**src/rtl/tx_pad_pkg.sv**
```systemverilog
// Package: shared types for the transmit short-frame padder.
// Assumes: included ahead of every padder module in compile order.
package tx_pad_pkg;

    // Two phases of the output stream: forwarding input, or appending pad bytes.
    typedef enum logic [0:0] {
        PH_FORWARD = 1'b0,
        PH_FILL    = 1'b1
    } pad_phase_t;

endpackage

```
**src/rtl/tx_pad_len_counter.sv**
```systemverilog
// Module: tx_pad_len_counter
// Counts the bytes already sent in the current output frame. The count
// saturates at its maximum and returns to zero when the frame's last byte
// is handed over.
// Assumes: step and clear are qualified handshakes; clear wins over step.
module tx_pad_len_counter #(
    parameter int LEN_W = 16
) (
    input  logic             clk,
    input  logic             rst_n,
    input  logic             step,
    input  logic             clear,
    output logic [LEN_W-1:0] count,
    output logic             at_zero
);

    localparam logic [LEN_W-1:0] CNT_MAX = {LEN_W{1'b1}};

    // Advance per output byte, restart at the frame boundary.
    always_ff @(posedge clk) begin
        if (!rst_n) begin
            count <= '0;
        end else if (clear) begin
            count <= '0;
        end else if (step && (count != CNT_MAX)) begin
            count <= count + 1'b1;
        end
    end

    // Flag the frame-start position.
    always_comb begin
        at_zero = (count == '0);
    end


    cnt_restart_chk: assert property (@(posedge clk) disable iff (!rst_n)
        clear |=> (count == '0));


    cnt_monotonic_chk: assert property (@(posedge clk) disable iff (!rst_n)
        (!clear && !step) |=> $stable(count));

endmodule

```
**src/rtl/tx_pad_frame_ctx.sv**
```systemverilog
// Module: tx_pad_frame_ctx
// Keeps the per-frame settings: pad enable, pad byte and minimum length.
// They are captured together with the first accepted byte of a frame. While
// that first byte is on offer, the live inputs are passed through, so the
// decision for a one-byte frame uses the values shown with it.
// Assumes: capture is high only on the first-byte handshake; the pattern
// has equal halves.
module tx_pad_frame_ctx #(
    parameter int DATA_W = 8,
    parameter int LEN_W  = 16,
    localparam int PAT_W = 2 * DATA_W
) (
    input  logic              clk,
    input  logic              rst_n,
    input  logic              first,
    input  logic              capture,
    input  logic              live_pad_en,
    input  logic [LEN_W-1:0]  live_min_len,
    input  logic [PAT_W-1:0]  live_pattern,
    output logic              eff_pad_en,
    output logic [LEN_W-1:0]  eff_min_len,
    output logic [DATA_W-1:0] pad_byte
);

    logic              pad_en_q;
    logic [LEN_W-1:0]  min_len_q;
    logic [DATA_W-1:0] pad_byte_q;

    // Latch the frame's settings on its first accepted byte.
    always_ff @(posedge clk) begin
        if (!rst_n) begin
            pad_en_q   <= 1'b0;
            min_len_q  <= '0;
            pad_byte_q <= '0;
        end else if (capture) begin
            pad_en_q   <= live_pad_en;
            min_len_q  <= live_min_len;
            pad_byte_q <= live_pattern[DATA_W-1:0];
        end
    end

    // Choose live values at frame start, latched values afterwards.
    always_comb begin
        eff_pad_en  = first ? live_pad_en  : pad_en_q;
        eff_min_len = first ? live_min_len : min_len_q;
        pad_byte    = pad_byte_q;
    end


    ctx_hold_chk: assert property (@(posedge clk) disable iff (!rst_n)
        !capture |=> ($stable(pad_byte_q) && $stable(min_len_q) && $stable(pad_en_q)));


    pattern_halves_chk: assert property (@(posedge clk) disable iff (!rst_n)
        capture |-> (live_pattern[PAT_W-1:DATA_W] == live_pattern[DATA_W-1:0]));

endmodule

```
**src/rtl/tx_pad_phase_fsm.sv**
```systemverilog
// Module: tx_pad_phase_fsm
// Two-state sequencer. It enters the fill phase when a short frame's last
// input byte is accepted, and returns to forwarding when the final pad byte
// is handed over.
// Assumes: enter_fill occurs only while forwarding, fill_done only while filling.
module tx_pad_phase_fsm
    import tx_pad_pkg::*;
(
    input  logic       clk,
    input  logic       rst_n,
    input  logic       enter_fill,
    input  logic       fill_done,
    output pad_phase_t phase
);

    pad_phase_t phase_nx;

    // Next-phase selection.
    always_comb begin
        phase_nx = phase;
        unique case (phase)
            PH_FORWARD: if (enter_fill) phase_nx = PH_FILL;
            PH_FILL:    if (fill_done)  phase_nx = PH_FORWARD;
            default:    phase_nx = PH_FORWARD;
        endcase
    end

    // Phase register.
    always_ff @(posedge clk) begin
        if (!rst_n) begin
            phase <= PH_FORWARD;
        end else begin
            phase <= phase_nx;
        end
    end


    fill_persist_chk: assert property (@(posedge clk) disable iff (!rst_n)
        ((phase == PH_FILL) && !fill_done) |=> (phase == PH_FILL));


    fill_exit_chk: assert property (@(posedge clk) disable iff (!rst_n)
        ((phase == PH_FILL) && fill_done) |=> (phase == PH_FORWARD));

endmodule

```
**src/rtl/tx_short_frame_padder.sv**
```systemverilog
// Module: tx_short_frame_padder (top)
// Forwards a transmit byte stream unchanged. When a frame's pad enable is
// set and the frame ends short of the programmed minimum, it stalls the
// input and appends pad bytes until the frame reaches exactly the minimum
// length, then marks the end of the frame on the last pad byte.
// Assumes: the upstream source holds its byte stable while in_ready is low;
// the pad pattern has equal halves.
module tx_short_frame_padder
    import tx_pad_pkg::*;
#(
    parameter int DATA_W = 8,
    parameter int LEN_W  = 16,
    localparam int PAT_W = 2 * DATA_W
) (
    input  logic              clk,
    input  logic              rst_n,
    input  logic [LEN_W-1:0]  cfg_min_len,
    input  logic [PAT_W-1:0]  cfg_pad_pattern,
    input  logic              in_valid,
    output logic              in_ready,
    input  logic [DATA_W-1:0] in_data,
    input  logic              in_last,
    input  logic              in_pad_en,
    output logic              out_valid,
    input  logic              out_ready,
    output logic [DATA_W-1:0] out_data,
    output logic              out_last
);

    pad_phase_t        phase;
    logic [LEN_W-1:0]  sent_cnt;
    logic              cnt_zero;
    logic              frame_first;
    logic              eff_pad_en;
    logic [LEN_W-1:0]  eff_min_len;
    logic [DATA_W-1:0] pad_byte;
    logic [LEN_W:0]    len_after;
    logic              short_frame;
    logic              fill_final;
    logic              in_hs;
    logic              out_hs;
    logic              enter_fill;
    logic              fill_done;
    logic              frame_end;

    // Length reached once the current output byte is taken.
    always_comb begin
        len_after   = {1'b0, sent_cnt} + 1'b1;
        frame_first = (phase == PH_FORWARD) && cnt_zero;
        short_frame = eff_pad_en && (len_after < {1'b0, eff_min_len});
        fill_final  = (len_after >= {1'b0, eff_min_len});
    end

    // Output steering between forwarded and pad bytes.
    always_comb begin
        if (phase == PH_FILL) begin
            out_valid = 1'b1;
            out_data  = pad_byte;
            out_last  = fill_final;
            in_ready  = 1'b0;
        end else begin
            out_valid = in_valid;
            out_data  = in_data;
            out_last  = in_last && !short_frame;
            in_ready  = out_ready;
        end
    end

    // Handshake and frame-event decode.
    always_comb begin
        in_hs      = in_valid && in_ready;
        out_hs     = out_valid && out_ready;
        enter_fill = in_hs && in_last && short_frame;
        fill_done  = (phase == PH_FILL) && out_hs && fill_final;
        frame_end  = out_hs && out_last;
    end

    tx_pad_len_counter #(
        .LEN_W (LEN_W)
    ) u_len (
        .clk     (clk),
        .rst_n   (rst_n),
        .step    (out_hs),
        .clear   (frame_end),
        .count   (sent_cnt),
        .at_zero (cnt_zero)
    );

    tx_pad_frame_ctx #(
        .DATA_W (DATA_W),
        .LEN_W  (LEN_W)
    ) u_ctx (
        .clk          (clk),
        .rst_n        (rst_n),
        .first        (frame_first),
        .capture      (frame_first && in_hs),
        .live_pad_en  (in_pad_en),
        .live_min_len (cfg_min_len),
        .live_pattern (cfg_pad_pattern),
        .eff_pad_en   (eff_pad_en),
        .eff_min_len  (eff_min_len),
        .pad_byte     (pad_byte)
    );

    tx_pad_phase_fsm u_fsm (
        .clk        (clk),
        .rst_n      (rst_n),
        .enter_fill (enter_fill),
        .fill_done  (fill_done),
        .phase      (phase)
    );


    fill_stall_chk: assert property (@(posedge clk) disable iff (!rst_n)
        (phase == PH_FILL) |-> !in_ready);


    fill_hold_chk: assert property (@(posedge clk) disable iff (!rst_n)
        ((phase == PH_FILL) && !out_ready) |=>
            (out_valid && $stable(out_data) && $stable(out_last)));


    fill_len_chk: assert property (@(posedge clk) disable iff (!rst_n)
        fill_done |-> (len_after == {1'b0, eff_min_len}));


    idle_quiet_chk: assert property (@(posedge clk) disable iff (!rst_n)
        ((phase == PH_FORWARD) && !in_valid) |-> !out_valid);

endmodule

```
**config.mk**
```make
export PLATFORM = sky130hd
export DESIGN_NAME = tx_short_frame_padder
export DESIGN_NICKNAME = d
export VERILOG_FILES = /design/src/rtl/tx_pad_pkg.sv /design/src/rtl/tx_pad_len_counter.sv /design/src/rtl/tx_pad_frame_ctx.sv /design/src/rtl/tx_pad_phase_fsm.sv /design/src/rtl/tx_short_frame_padder.sv
export SDC_FILE = /design/constraint.sdc
export NUM_CORES = 1
export LEC_CHECK = 0
export BUFFER_PORTS_ARGS = -buffer_cell sky130_fd_sc_hd__buf_2
export CAP_MARGIN = 20
export CORE_AREA = 5 5 81 83
export DETAILED_ROUTE_END_ITERATION = 10
export DIE_AREA = 0 0 86 88
export HOLD_SLACK_MARGIN = 0.02
export PLACE_DENSITY = 0.84
export REMOVE_ABC_BUFFERS = 1
export SLEW_MARGIN = 20
export SYNTH_ARGS = -nofsm -noshare
export SYNTH_HDL_FRONTEND = slang
export SYNTH_HIERARCHICAL = 1
export SYNTH_SLANG_ARGS = --single-unit
export TNS_END_PERCENT = 1
```
**constraint.sdc**
```tcl
create_clock -name clk -period 4.8 [get_ports clk]
set_input_delay 0.24 -clock clk [delete_from_list [all_inputs] [get_ports clk]]
set_output_delay 0.24 -clock clk [all_outputs]
set_load 0.05 [all_outputs]
```
==> results of run 1 <==
## state kept, by name, indices dropped and copies added (netlist names)
name	flops
u_ctx/min_len_q	16
u_ctx/pad_byte	8
u_ctx/pad_en_q	1
u_fsm/phase	1
u_len/count	16
## cells in the mapped netlist (4+ instances only)
master,instances,share of area (%)
xnor2_1,10,2.8
a31oi_1,7,1.4
dfxtp_1,42,27
and3_1,4,0.81
nand3_1,10,1.6
xor2_1,5,1.4
mux2_4,10,4.9
nand4_1,9,1.8
inv_1,22,2.7
nor2b_1,30,6.1
o21ai_0,10,1.6
nor4_1,4,0.81
mux2i_1,26,8.4
nor3_1,11,1.8
ha_1,19,7.7
a21oi_1,8,1.3
nand2_1,21,2.6
nor2_1,12,1.5
mux2_2,15,5.5
## cells by family (layout without fill, tap and decap cells)
kind of cell | after synthesis | after routing
AO/OA/AOI/OAI | 42 | 42
XOR/XNOR | 15 | 15
adder cells (fa/ha/maj) | 19 | 19
buffers and inverters | 35 | 82
flip-flops | 42 | 42
multiplexers | 51 | 51
AND/OR/NAND/NOR | 127 | 127
## stage by stage
step / total power (W) / std cells
3_3_place_gp: 0.0005670 / 445
2_1_floorplan: 0.0005225 / 318
5_1_grt: 0.0008834 / 453
3_5_place_dp: 0.0005746 / 445
4_1_cts: 0.0008418 / 453
6_report: 0.0008346 / 453
## final cells by class
cell class	instances	area [um^2]	area share [%]
repair buffers	52	270.3	7.843
inverters	22	82.58	2.397
multi-input cells	254	2048	59.44
flip-flops and latches	42	840.8	24.40
well taps	75	93.84	2.723
clock buffers	8	110.1	3.195
## metal layers
layer / GRT usage [%] / up-vias / routed length [um]
met5: 0 / - / 0
met4: 5.468 / 0 / 37
met3: 3.387 / 5 / 293
met2: 35.81 / 54 / 3418
met1: 22.17 / 1221 / 2870
li1: - / 1276 / -
## power by group through the flow
stage,clock [W],combinational [W],sequential (W)
after global placement,0,0.000190,0.000377
final,0.000268,0.000196,0.000370
after global routing,0.000294,0.000218,0.000372
after floorplan,0,0.000146,0.000376
after detailed placement,0,0.000196,0.000378
after CTS,0.000275,0.000197,0.000370
## how the worst min path moves through the flow
stage / from / to / slack (ns) / depth (start not counted)
after floorplan: rst_n / u_ctx/min_len_q[0] / 0.37 / 1
after global placement: u_ctx/pad_byte[3] / u_ctx/pad_byte[3] / 0.49 / 2
after detailed placement: u_ctx/min_len_q[2] / u_ctx/min_len_q[2] / 0.50 / 2
after CTS: cfg_pad_pattern[0] / u_ctx/pad_byte[0] / 0.19 / 3
after global routing: cfg_pad_pattern[7] / u_ctx/pad_byte[7] / 0.21 / 3
final: cfg_pad_pattern[0] / u_ctx/pad_byte[0] / 0.20 / 3
## worst max-delay path, stage by stage (launching register included)
cell       delay (ns)
dfxtp_1          0.39
inv_1            0.14
ha_1             0.16
nor4b_1          0.21
and4_1           0.22
nor2b_2          0.14
buf_4            0.21
mux2_2           0.35
inv_1            0.06
ha_1             0.24
a21oi_1          0.13
o21ai_0          0.12
a211oi_1         0.36
o2111ai_2        0.17
nand2_2          0.11
a21oi_2          0.06
nor2b_1          0.48
o21ai_0          0.19
a31oi_1          0.19
==> impl_metrics.yaml, run 1 <==
yosys:
  synthArstFlopShare_pct: 0
  syn_area_per_cell_um2: 9.325
  seq_area_frac_synth_pct: 27.24
  syn_area_um2: 3087
  synth_compound_gate_area_share_pct: 10.13
  ys_ff_latch: 42
  synth_ff_type: "dfxtp_1"
  synth_top_family_by_area: "simple AND/OR/NAND/NOR gates"
  yosysUniqueCellTypes: 57
  syn_inst: 331
  yosys.area_share.simple_pct: 25.42
  yosysWarnings: 6
  synthAdderAreaFrac_pct: 7.702
  synth_xor_area_share_pct: 4.256
  synthMuxAreaShare_pct: 18.77
  synth_edf_count: 0
placement:
  dp_hpwl_um: 4886
  dp_slack_ns: 0.8193
  io_buffers: 48
  place_congestion: 0.8354
  dpl_cell_area_um2: 3336
worst_setup_path:
  rr_startpoint: "u_len/count[0]"
  crit_type: "flop to flop"
  critPathCapture: "u_len/count[3]"
  worst_setup_path_end_kind: "flop"
  cp.required_ns: 5.02
  r2r_setup_slack_ns: 0.78
  arrival_ns: 4.24
  worst-path-max-fanout: 10
  r2r_cells: 18
  critPathLaunchType: "flop"
  r2r-end: "u_len/count[3]"
  cp-startpoint: "u_len/count[0]"
clocking:
  ctsHoldBuffers: 0
  post_cts_resized: 0
  htree_levels: 2
  numCtsBuffers: 5
  cts_tree: "done"
  clockRootBuffer: "clkbuf_8"
  clockBufferDepth: 2
  clock_latency_ns: 0.30
  path_clk_slew_ns: 0.08
  cts_sinks: 42
  cts_setup_buffers: 0
sta:
  timing.fmax_mhz: 248.9
  rsz0062_at_grt: "no"
  setup-violations-final: 0
  slew_headroom_pct: 58.13
  final_hold_viol_count: 0
  period_needed_ns: 4.018
  whs_ns: 0.2001
  fin_crit_sh_pct: 83.70
  worst_slack_ns: 0.7822
  tightest_slew_ns: 0.6280
  fin_setup_tns_ns: 0
  fin_worst_skew_ns: 0.006123
  drv_slew: 0
routing:
  wl_per_cell_um: 14.61
  vias: 2556
  drt_pass1_iterations: 4
  vias_per_cell: 5.642
  drt-initial-drc-count: 200
  routed_wl_um: 6620
  antenna_left: 0
  drc: 0
pwr:
  intPower_w: 0.0005990
  p_leak_nw: 1.503
  power_density_nw_per_um2: 242.2
  sw_frac_of_total_pct: 28.23
  p_seq_share_pct: 44.4
  vdd_drop_max_v: 0.0001920
  clkPwrFrac_pct: 32.2
  pwr-share-comb_pct: 23.5
  netSwitchingPower_w: 0.0002356
final_layout:
  layout_common_cells: "48 x buf_2, 42 x dfxtp_1, 29 x nor2b_1"
  nNetsFinal: 442
  utilization_pct: 59.61
  area_growth_pct: 11.63
  fill_cells: 509
  diodes: 0
  final_common_cell: "buf_2"
  stdcell_area_um2: 3446
  drive_gt1_share_pct: 27.51
global_route:
  grt_usage_pct: 19.13
  grt_pass1_vias: 2728
  grt_overflow: 0
  grt_start_max_net_pins: 29
  antenna_found_initial: 0
  grt_pass1_wl_um: 11890
die:
  io_pins: 57
  chipHeight_um: 88
  die_w_um: 86
  fp-row-count: 28
  coreArea_um2: 5781
  start_util_pct: 53.40
  die_area_um2: 7568
worst_hold_path:
  worst_hold_path_type: "primary input to flop"
flow_run:
  cap_violations: 0
status:
  status: "finished, final reports clean"
Power figures use the tool's default switching activity.
==> run 2, diff against run 1 <==
- clock period: 4.8 -> 4.1 ns (I/O delays scaled with it)
==> run 2 against run 1 <==
  * Flip-flop and latch count unchanged
  * Die area unchanged
  * Utilization up 1.1 points
  * Via count up 1.7%
  * Critical endpoint is now out_last
==> impl_metrics.yaml, run 2 (same netlist as run 1, synthesis figures left out) <==
worst_setup_path:
  rr_startpoint: "u_len/count[0]"
  worst-path-max-fanout: 18
  cp.required_ns: 3.89
  arrival_ns: 3.65
  r2r_setup_slack_ns: 0.28
  r2r-end: "u_len/count[8]"
  critPathLaunchType: "flop"
  worst_setup_path_end_kind: "output pin"
  crit_type: "flop to output pin"
  r2r_cells: 16
global_route:
  grt_pass1_wl_um: 11920
  antenna_found_initial: 0
  grt_overflow: 0
  grt_usage_pct: 19.33
  grt_pass1_vias: 2702
  grt_start_max_net_pins: 29
die:
  die_area_um2: 7568
  chipHeight_um: 88
  coreArea_um2: 5781
  io_pins: 57
  die_w_um: 86
  start_util_pct: 53.40
  fp-row-count: 28
clocking:
  ctsHoldBuffers: 0
  cts_tree: "done"
  clockRootBuffer: "clkbuf_8"
  cts_sinks: 42
  clock_latency_ns: 0.30
  numCtsBuffers: 5
  clockBufferDepth: 2
  cts_setup_buffers: 0
  htree_levels: 2
  post_cts_resized: 0
  path_clk_slew_ns: 0.08
sta:
  rsz0062_at_grt: "no"
  tightest_slew_ns: 0.6258
  slew_headroom_pct: 58.28
  drv_slew: 0
  fin_crit_sh_pct: 94.12
  timing.fmax_mhz: 259.2
  period_needed_ns: 3.859
  fin_worst_skew_ns: 0.004091
  fin_setup_tns_ns: 0
  final_hold_viol_count: 0
  setup-violations-final: 0
worst_hold_path:
  worst_hold_path_type: "primary input to flop"
  hold_end: "u_ctx/pad_byte[4]"
  hold_depth: 3
  hp-start: "cfg_pad_pattern[4]"
placement:
  dpl_cell_area_um2: 3386
  io_buffers: 48
  dp_hpwl_um: 5079
  place_congestion: 0.8764
pwr:
  power_density_nw_per_um2: 288.6
  vdd_drop_max_v: 0.0001857
  p_leak_nw: 1.540
routing:
  antenna_left: 0
  drt-initial-drc-count: 176
  vias_per_cell: 5.689
  wl_per_cell_um: 14.77
  routed_wl_um: 6750
  vias: 2600
  drc: 0
  drt_pass1_iterations: 4
final_layout:
  stdcell_area_um2: 3510
  fill_cells: 475
  area_growth_pct: 13.70
  drive_gt1_share_pct: 28.80
  nNetsFinal: 447
  layout_common_cells: "48 x buf_2, 42 x dfxtp_1, 29 x nor2b_1"
  final_common_cell: "buf_2"
  diodes: 0
status:
  status: "finished, final reports clean"
flow_run:
  cap_violations: 0
## run 2: layout make-up
class | instances | area [um^2] | area share, %
clock buffer | 6 | 82.58 | 2.353
clock inverter | 1 | 30.03 | 0.8556
inverter | 22 | 82.58 | 2.353
multi-input combinational | 254 | 2059 | 58.68
sequential | 42 | 840.8 | 23.96
tap | 75 | 93.84 | 2.674
timing repair buffer | 57 | 320.3 | 9.127
## run 2: worst max-delay path by stage
| stage | from | endpoint | slack, ns | cells after the start |
|---|---|---|---|---|
| finish | u_len/count[0] | out_last | 0.24 | 15 |
| global route | u_len/count[0] | u_len/count[2] | 0.07 | 19 |
| detailed placement | u_len/count[0] | u_len/count[8] | 0.25 | 17 |
| global placement | u_len/count[0] | u_len/count[4] | 0.37 | 17 |
| floorplan | u_len/count[0] | u_len/count[5] | -0.15 | 16 |
| CTS | u_len/count[0] | out_last | 0.15 | 16 |
## run 2: power by group
| group | internal [W] | total [W] | switching, W |
|---|---|---|---|
| logic | 0.000111 | 0.000236 | 0.000124 |
| registers | 0.000423 | 0.000433 | 0.00000980 |
| clock network | 0.000195 | 0.000344 | 0.000149 |
| total | 0.000730 | 0.00101 | 0.000283 |
## run 2: worst max-delay path: stages (launching register included)
cell and delay [ns]:
dfxtp_1 0.39, inv_1 0.15, ha_1 0.19, nor4b_2 0.22, and4_1 0.21, nor2b_2 0.19, buf_12 0.20, mux2_2 0.35
inv_1 0.06, ha_1 0.24, and3_1 0.21, a221oi_2 0.35, o2111ai_2 0.21, nand2_2 0.11, nand2_1 0.05, buf_2 0.21
## run 2: metal layers
| metal | track usage [%] | part of all wire, % | routed length, um |
|---|---|---|---|
| met5 | 0 | 0 | 0 |
| met4 | 7.338 | 1.1 | 76 |
| met2 | 35.81 | 51 | 3443 |
| met3 | 3.387 | 4.3 | 287 |
| met1 | 22.01 | 44 | 2942 |
## run 2: per-stage QoR
step | hold slack [ns] | util, % | total power (W) | instances | setup WS, ns
floorplan | 0.3332 | - | 0.0006117 | 318 | -0.1477
global placement | 0.4591 | 58.57 | 0.0006669 | 450 | 0.3742
detailed placement | 0.4746 | 58.57 | 0.0006776 | 450 | 0.2465
CTS | 0.1661 | 60.52 | 0.001016 | 457 | 0.1490
global route | 0.1822 | 60.71 | 0.001064 | 457 | 0.07338
finish | 0.1595 | 60.71 | 0.001013 | 457 | 0.2413
==> run 3, diff against run 2 <==
- CORE_AREA: 5 5 81 83 -> 2 2 75 77
- DIE_AREA: 0 0 86 88 -> 0 0 77 79
- PLACE_DENSITY: 0.84 -> 0.86
- SYNTH_HIERARCHICAL: 1 -> unset
==> run 3 against run 2 <==
  * Final area down 7.3%
  * Clock skew up 0.0068 ns
  * Die area down 20%
  * Count of clock-buffer cells in the layout down 1
  * Worst hold slack worse by 0.033 ns
  * Critical endpoint unchanged
  * Largest power group unchanged
==> impl_metrics.yaml, run 3 <==
status:
  status: "finished, final reports clean"
yosys:
  yosysWarnings: 0
  synthArstFlopShare_pct: 0
  synth_area_leaders: "dfxtp_1 29%, nand2_1 9.9%, ha_1 7.8%"
  ys_top_cells_by_count: "76 x nand2_1, 42 x dfxtp_1, 18 x ha_1, 18 x xor2_1"
  syn_area_per_cell_um2: 8.555
  syn_inst: 338
  syn_area_um2: 2892
  synth.largest_area_cell: "dfxtp_1"
  synth_top_area_share_pct: 29.08
  ys_ff_latch: 42
  yosysUniqueCellTypes: 48
  synth_edf_count: 0
  synth_ff_type: "dfxtp_1"
  synth_most_common_cell: "nand2_1"
  seq_area_frac_synth_pct: 29.08
worst_hold_path:
  hold_depth: 3
  worst_hold_path_type: "primary input to flop"
worst_setup_path:
  cp.required_ns: 3.89
  worst-path-max-fanout: 7
  arrival_ns: 3.71
  worst_setup_path_end_kind: "output pin"
  r2r_cells: 12
  critPathLaunchType: "flop"
  crit_type: "flop to output pin"
placement:
  dpl_cell_area_um2: 3141
  io_buffers: 48
  place_congestion: 0.8947
  dp_hpwl_um: 4782
clocking:
  cts_sinks: 42
  ctsHoldBuffers: 0
  clockRootBuffer: "clkbuf_8"
  path_clk_slew_ns: 0.09
  post_cts_resized: 0
  numCtsBuffers: 5
  clock_latency_ns: 0.31
  clockBufferDepth: 2
  htree_levels: 2
  cts_tree: "done"
  cts_setup_buffers: 0
global_route:
  grt_start_max_net_pins: 43
  grt_overflow: 0
  grt_usage_pct: 22.02
  antenna_found_initial: 0
  grt_pass1_vias: 2470
  grt_pass1_wl_um: 10860
routing:
  drt_pass1_iterations: 4
  vias: 2494
  drc: 0
  antenna_left: 0
  routed_wl_um: 6545
  wl_per_cell_um: 14.58
  vias_per_cell: 5.555
  drt-initial-drc-count: 152
sta:
  drv_slew: 0
  timing.fmax_mhz: 255.7
  final_hold_viol_count: 0
  setup-violations-final: 0
  slew_headroom_pct: 38.72
  fin_crit_sh_pct: 95.37
  rsz0062_at_grt: "no"
  tightest_slew_ns: 0.9193
  period_needed_ns: 3.910
  fin_worst_skew_ns: 0.01093
flow_run:
  cap_violations: 0
pwr:
  power_density_nw_per_um2: 305.3
  p_leak_nw: 1.377
  power_w: 0.0009930
  vdd_drop_max_v: 0.0001895
final_layout:
  nNetsFinal: 440
  final_common_cell: "nand2_1"
  utilization_pct: 60.95
  stdcell_area_um2: 3253
  area_growth_pct: 12.51
  diodes: 0
  drive_gt1_share_pct: 24.67
  layout_common_cells: "76 x nand2_1, 48 x buf_2, 42 x dfxtp_1"
die:
  fp-row-count: 27
  io_pins: 57
  die_w_um: 77
  chipHeight_um: 79
  coreArea_um2: 5338
  start_util_pct: 54.17
  die_area_um2: 6083
==> run 3: cell count changes after synthesis, moves of 11 or more <==
cell      delta
nor2b_1     -29
inv_1       -18
xor2_1      +13
a21boi_0    +15
nand2_1     +55
mux2i_1     -11
==> run 3: worst paths after layout <==
check / start / endpoint / slack [ns]
max: u_len.count[0] / out_last / 0.19
min: cfg_pad_pattern[2] / u_ctx.pad_byte[2] / 0.13
max reg2reg: u_len.count[0] / u_len.count[2] / 0.55
min reg2reg: u_ctx.pad_byte[2] / u_ctx.pad_byte[2] / 0.46
==> run 3: metal layers <==
layer	track usage (%)	up-vias	part of all wire (%)
met5	0	-	0
met4	8.214	0	2.0
met3	3.864	13	4.1
met2	38.95	55	49
met1	26.88	1168	45
li1	-	1258	-
==> run 3: power breakdown <==
| part | switching [W] | internal (W) | total, W | leakage, nW |
|---|---|---|---|---|
| logic | 0.000133 | 0.0000871 | 0.000220 | 0.977 |
| registers | 0.00000932 | 0.000423 | 0.000433 | 0.341 |
| clock network | 0.000158 | 0.000183 | 0.000340 | 0.0585 |
==> run 3: critical path: stages (launching register included) <==
cell and delay, ns:
dfxtp_1 0.44, ha_1 0.26, nand3_2 0.14, nor2_1 0.43, xnor2_1 0.16, ha_1 0.36
nand4_1 0.17, or3b_2 0.48, o211ai_1 0.16, a2111oi_4 0.13, o311ai_4 0.33, buf_2 0.33
==> run 3: cell type report <==
class	instances	area, um^2
sequential	42	840.8
inverter	4	15.01
clock buffer	5	68.82
timing repair buffer	55	292.8
clock inverter	3	43.79
multi-input combinational	268	1902
tap	72	90.09
fill	469	2085
==> run 3: logic make-up (layout without fill, tap and decap cells) <==
group	count (synthesis)	after routing	share of synthesized area [%]
AO/OA/AOI/OAI	72	72	19.26
XOR/XNOR	28	28	8.481
adder cells (fa/ha/maj)	18	18	7.789
buffers and inverters	28	67	5.149
flip-flops	42	42	29.08
multiplexers	26	26	9.563
AND/OR/NAND/NOR	124	124	20.68
==> run 3: metrics by stage <==
stage	setup WS, ns	hold slack, ns	TNS [ns]	std cells
after floorplan	-0.1252	0.3211	-1.573	314
after global placement	0.6574	0.4366	0	441
after detailed placement	0.5714	0.4511	0	441
after CTS	0.2050	0.1269	0	449
after global routing	0.04162	0.1212	0	449
final	0.1897	0.1267	0	449
